### src/rtl/sel_pkg.sv
package sel_pkg;
  // Fixed register addresses; the timestamp bytes start at STAMP_BASE
  localparam int ADDR_STATUS = 0;
  localparam int ADDR_TRIP   = 1;
  localparam int STAMP_BASE  = 2;

  // Battery warning code {below75, below85}: below 75 implies below 85
  function automatic logic [1:0] bat_code(input logic lo85, input logic lo75);
    return {lo75, lo85 | lo75};
  endfunction

  // Status nibble {bat75, bat85, restored, brownout}
  function automatic logic [3:0] pack_status(input logic bo, input logic pr,
                                             input logic [1:0] bat);
    return {bat[1], bat[0], pr, bo};
  endfunction
endpackage

### src/rtl/sel_sync.sv
module sel_sync #(
  parameter int N    = 1,
  parameter bit EDGE = 1'b1
) (
  input  logic         clk,
  input  logic         rst_n,
  input  logic [N-1:0] raw_i,
  output logic [N-1:0] out_o
);
  for (genvar i = 0; i < N; i++) begin : g_bit
    logic s1, s2;
    always_ff @(posedge clk or negedge rst_n) begin
      if (!rst_n) begin
        s1 <= 1'b0;
        s2 <= 1'b0;
      end else begin
        s1 <= raw_i[i];
        s2 <= s1;
      end
    end
    if (EDGE) begin : g_edge
      logic prev;
      always_ff @(posedge clk or negedge rst_n) begin
        if (!rst_n) prev <= 1'b0;
        else        prev <= s2;
      end
      assign out_o[i] = s2 & ~prev;
    end else begin : g_level
      assign out_o[i] = s2;
    end
  end
endmodule

### src/rtl/sel_status.sv
module sel_status (
  input  logic       clk,
  input  logic       rst_n,
  input  logic       vlow_rise_i,
  input  logic       vok_rise_i,
  input  logic       lo85_i,
  input  logic       lo75_i,
  input  logic       rd_clear_i,
  output logic       bo_o,
  output logic       pr_o,
  output logic [1:0] bat_o
);
  // Set has priority over a clearing read in the same cycle
  always_ff @(posedge clk or negedge rst_n) begin
    if (!rst_n) begin
      bo_o <= 1'b0;
      pr_o <= 1'b0;
    end else begin
      if (vlow_rise_i)     bo_o <= 1'b1;
      else if (rd_clear_i) bo_o <= 1'b0;
      if (vok_rise_i)      pr_o <= 1'b1;
      else if (rd_clear_i) pr_o <= 1'b0;
    end
  end

  assign bat_o = sel_pkg::bat_code(lo85_i, lo75_i);
endmodule

### src/rtl/sel_stamp.sv
module sel_stamp #(
  parameter int NF = 6,
  parameter int W  = 8
) (
  input  logic          clk,
  input  logic          rst_n,
  input  logic          capture_i,
  input  logic [NF*W-1:0] now_i,
  input  logic [NF-1:0] wr_i,
  input  logic [W-1:0]  wdata_i,
  output logic [NF*W-1:0] stamp_o,
  output logic          empty_o
);
  logic take;
  logic zero_wr;

  assign empty_o = (stamp_o == '0);
  assign take    = capture_i & empty_o;
  assign zero_wr = (wdata_i == '0);

  for (genvar i = 0; i < NF; i++) begin : g_field
    always_ff @(posedge clk or negedge rst_n) begin
      if (!rst_n)                 stamp_o[i*W +: W] <= '0;
      else if (take)              stamp_o[i*W +: W] <= now_i[i*W +: W];
      else if (wr_i[i] && zero_wr) stamp_o[i*W +: W] <= '0;
    end
  end
endmodule

### src/rtl/supply_event_log.sv
module supply_event_log #(
  parameter int NF     = 6,
  parameter int W      = 8,
  parameter int ADDR_W = 3,
  parameter int TRIP_W = 3
) (
  input  logic              clk,
  input  logic              rst_n,
  input  logic              cmp_vlow_i,
  input  logic              cmp_vok_i,
  input  logic              cmp_b85_i,
  input  logic              cmp_b75_i,
  input  logic              cmp_swo_i,
  input  logic [NF*W-1:0]   now_i,
  input  logic [ADDR_W-1:0] reg_addr_i,
  input  logic              reg_wr_i,
  input  logic              reg_rd_i,
  input  logic [W-1:0]      reg_wdata_i,
  output logic [W-1:0]      reg_rdata_o,
  output logic [3:0]        status_o,
  output logic              brownout_n_o,
  output logic [TRIP_W-1:0] trip_sel_o,
  output logic [NF*W-1:0]   stamp_o
);
  import sel_pkg::*;

  localparam logic [ADDR_W-1:0] A_STATUS = ADDR_W'(ADDR_STATUS);
  localparam logic [ADDR_W-1:0] A_TRIP   = ADDR_W'(ADDR_TRIP);

  // Named internal events, observed by the bound checker
  logic [2:0]    edges;
  logic [1:0]    levels;
  logic          ev_vlow_rise, ev_vok_rise, ev_swo_rise;
  logic          rd_status;
  logic          stamp_empty;
  logic          bo_flag, pr_flag;
  logic [1:0]    bat;
  logic [NF-1:0] stamp_wr;
  logic [W-1:0]  rd_mux;

  sel_sync #(.N(3), .EDGE(1'b1)) u_edge (
    .clk(clk), .rst_n(rst_n),
    .raw_i({cmp_swo_i, cmp_vok_i, cmp_vlow_i}),
    .out_o(edges)
  );

  sel_sync #(.N(2), .EDGE(1'b0)) u_lvl (
    .clk(clk), .rst_n(rst_n),
    .raw_i({cmp_b75_i, cmp_b85_i}),
    .out_o(levels)
  );

  assign ev_vlow_rise = edges[0];
  assign ev_vok_rise  = edges[1];
  assign ev_swo_rise  = edges[2];
  assign rd_status    = reg_rd_i && (reg_addr_i == A_STATUS);

  sel_status u_status (
    .clk(clk), .rst_n(rst_n),
    .vlow_rise_i(ev_vlow_rise), .vok_rise_i(ev_vok_rise),
    .lo85_i(levels[0]), .lo75_i(levels[1]),
    .rd_clear_i(rd_status),
    .bo_o(bo_flag), .pr_o(pr_flag), .bat_o(bat)
  );

  for (genvar i = 0; i < NF; i++) begin : g_wdec
    assign stamp_wr[i] = reg_wr_i && (reg_addr_i == ADDR_W'(STAMP_BASE + i));
  end

  sel_stamp #(.NF(NF), .W(W)) u_stamp (
    .clk(clk), .rst_n(rst_n),
    .capture_i(ev_swo_rise), .now_i(now_i),
    .wr_i(stamp_wr), .wdata_i(reg_wdata_i),
    .stamp_o(stamp_o), .empty_o(stamp_empty)
  );

  always_ff @(posedge clk or negedge rst_n) begin
    if (!rst_n)                                 trip_sel_o <= '0;
    else if (reg_wr_i && reg_addr_i == A_TRIP)  trip_sel_o <= reg_wdata_i[TRIP_W-1:0];
  end

  assign status_o     = pack_status(bo_flag, pr_flag, bat);
  assign brownout_n_o = ~bo_flag;

  always_comb begin
    rd_mux = '0;
    if (reg_addr_i == A_STATUS)    rd_mux = W'(status_o);
    else if (reg_addr_i == A_TRIP) rd_mux = W'(trip_sel_o);
    for (int i = 0; i < NF; i++)
      if (reg_addr_i == ADDR_W'(STAMP_BASE + i)) rd_mux = stamp_o[i*W +: W];
  end

  always_ff @(posedge clk or negedge rst_n) begin
    if (!rst_n)        reg_rdata_o <= '0;
    else if (reg_rd_i) reg_rdata_o <= rd_mux;
  end
endmodule

### config.mk
export PLATFORM = sky130hd
export DESIGN_NAME = supply_event_log
export DESIGN_NICKNAME = d
export VERILOG_FILES = /design/src/rtl/sel_pkg.sv /design/src/rtl/sel_sync.sv /design/src/rtl/sel_status.sv /design/src/rtl/sel_stamp.sv /design/src/rtl/supply_event_log.sv
export SDC_FILE = /design/constraint.sdc
export NUM_CORES = 1
export LEC_CHECK = 0
export BUFFER_PORTS_ARGS = -buffer_cell sky130_fd_sc_hd__buf_2
export CAP_MARGIN = 20
export CORE_MARGIN = 3
export CORE_UTILIZATION = 49
export DETAILED_ROUTE_END_ITERATION = 8
export GPL_ROUTABILITY_DRIVEN = 0
export PLACE_DENSITY = 0.8
export SETUP_SLACK_MARGIN = 0.02
export SYNTH_ARGS = -nofsm -noshare
export SYNTH_HDL_FRONTEND = slang
export SYNTH_HIERARCHICAL = 1
export SYNTH_SLANG_ARGS = --single-unit
### constraint.sdc
create_clock -name clk -period 2 [get_ports clk]
set_input_delay 0.1 -clock clk [delete_from_list [all_inputs] [get_ports clk]]
set_output_delay 0.1 -clock clk [all_outputs]
set_load 0.005 [all_outputs]
==> results by group <==
Route
  – DR vias/cell: 5.79
  – DRT iter0 DRCs: 295
  – Drt total wl: 10,400 µm
  – Post-route DRC: 0
  – Total number of vias: 3,181
  – Drt pass-1 iters: 5
  – DRT antenna net count: 0
  – Wire per inst: approximately 19 µm

Floorplan
  – Std cell rows: 29
  – Core ar.: 6530 µm²
  – Starting Density: between 50% and 60%
  – Die height: 89.4 µm
  – Die area: around 8000 µm²
  – I/O pin count: 132
  – Die width: slightly below 90 µm

Power and ir drop
  – Static Leak: 2.42 nW
  – Power density cells: 746 nW/µm²
  – Maximum vdd ir drop: 0.529 mV

Worst hold path
  – Hold crit path type: in2reg
  – Hold Path Depth: 2

GRT
  – First-pass GRT wire length: between 15,000 and 20,000 µm
  – Initial antenna violation count: 0
  – Vias in the first global route: 3,226
  – GRT Total Usage: 26.8%
  – Grt ovf: 0
  – Largest net degree at the start of global routing: between 70 and 80

Logic synthesis
  – Mean post-synth cell area: between 10 and 15 µm²
  – Post-synthesis instance total: ~290
  – Mapped cell area: 3410 µm²
  – Syn_nets: 355
  – Synthesis Warnings: 6

Timing
  – Max-slew violation count: 0
  – Slew headroom: 38.9%
  – # setup viols final: 0
  – Final worst setup slack: between 0.06 and 0.07 ns
  – Slew @ Worst Pin: 0.917 ns
  – Minimum clock period: 1.93 ns
  – Max Clk Rate: 517 MHz
  – Layout Skew: 0.00878 ns
  – RSZ-0062 raised after global routing: yes
  – Fin crit share: between 90% and 100%
  – Hold Fails Final Rpt: 0

Worst setup path
  – Data required time of the critical path: ~2.3 ns
  – Worst-path fanout max: 24
  – Crit Path Class: reg2reg
  – CP startpoint kind: register
  – FF-to-FF path depth: 5
  – Setup crit end kind: register
  – Crit path DAT: 2.22 ns

Clock tree
  – TritonCTS clock tree: yes
  – Clk Tree Root Cell: clkbuf_8
  – Clk_lat worst skew: 0.35 ns
  – Clock-pin slew on the worst setup and hold paths: roughly 0.08 ns
  – H-tree Lvls: 3
  – TritonCTS buffer count: 9
  – Clock sink count: 74
  – Clock buffer depth: 2

Cells and area
  – Area delta synth->final: 41.1%
  – Antenna diode count: 0
  – Final Non-Filler Cells: 549
  – Fillers: 468
  – Final net count: 535
  – Commonest non-fill, non-tap cells in the layout: buf_2, dfrtp_1, dlygate4sd3_1
  – Fraction of layout cells with a size suffix above 1: 35.8%
  – Most common cell after layout, fill and taps aside: buf_2

Placed design
  – Placed cell count: 476
  – Post-DP HPWL: approximately 6900 µm
  – I/O Buffers: 131
  – Dpl ws: between 0.15 and 0.2 ns

Run
  – Max-cap viol count: 0

Run status
  – Outcome: finished clean
## flip-flops by register name (all words and copies together) (netlist names)
name and count:
u_stamp/stamp_o 48, u_edge/g_bit.s1 3, reg_rdata_o 8, u_status/bo_o 1, u_edge/g_bit.g_edge.prev 3, u_status/pr_o 1
u_edge/g_bit.s2 3, u_lvl/g_bit.s1 2, trip_sel_o 3, u_lvl/g_bit.s2 2
## routing by layer
metal | GRT usage [%] | vias up | share of wire, %
met4 | 11.6 | 0 | 2.2
met5 | 0 | - | 0
met3 | 6.08 | 22 | 8.7
met1 | 34.7 | 1537 | 40
li1 | - | 1443 | -
met2 | 43.1 | 179 | 49
## timing repair
item | in CTS | in global routing
endpoints found under the setup margin | 0 | 48
buffers inserted | 0 | 0
hold endpoints to repair | 130 | 0
gates resized for setup | 0 | 1
hold buffers | 57 | 0
## critical path: stages (launching register included)
cell     delay, ns
dfrtp_1       0.43
nor4_1        0.42
nand4_1       0.22
nor4_4        0.27
buf_4         0.32
a22o_1        0.21
## report_power, final
| part | switching, W | total [W] | internal (W) | leakage, nW |
|---|---|---|---|---|
| combinational | 0.000229 | 0.000533 | 0.000304 | 1.38 |
| sequential | 0.000104 | 0.00170 | 0.00160 | 0.921 |
| clock | 0.000553 | 0.00136 | 0.000803 | 0.119 |
| total | 0.000886 | 0.00359 | 0.00270 | 2.42 |
## area by class of cell
cell class | instances | area [µm²] | area share [%]
Sequential cell | 74 | 1850 | 38.5
Multi-Input combinational cell | 184 | 1350 | 28.0
Timing Repair Buffer | 191 | 1250 | 26.0
Clock buffer | 12 | 165 | 3.43
Tap cell | 77 | 96.3 | 2.00
Clock inverter | 4 | 72.6 | 1.51
Inverter | 7 | 26.3 | 0.546
## per-stage QoR
stage	hold slack (ns)	TNS, ns	total power (W)	area [µm²]	util, %
6_report	0.194	0	0.00359	4810	73.7
5_1_grt	0.231	-0.0980	0.00373	4810	73.7
4_1_cts	0.184	0	0.00360	4810	73.6
3_5_place_dp	0.210	0	0.00217	4000	61.2
3_3_place_gp	0.208	0	0.00215	4000	61.2
2_1_floorplan	-0.196	0	0.00194	3410	-
## path summary, 6_finish.rpt
path | start | end | slack, ns
worst max-delay path | u_stamp/stamp_o[39] | u_stamp/stamp_o[33] | 0.07
worst min-delay path | reg_rd_i | reg_rdata_o[2] | 0.19
worst max register to register | u_stamp/stamp_o[39] | u_stamp/stamp_o[33] | 0.07
worst min register to register | u_lvl/g_bit[1].s1 | u_lvl/g_bit[1].s2 | 0.36
max in group asynchronous | rst_n | u_stamp/stamp_o[13] | 0.98
min in group asynchronous | rst_n | u_edge/g_bit[2].s1 | 0.42
Note: power is estimated with default switching activity, not from simulation.
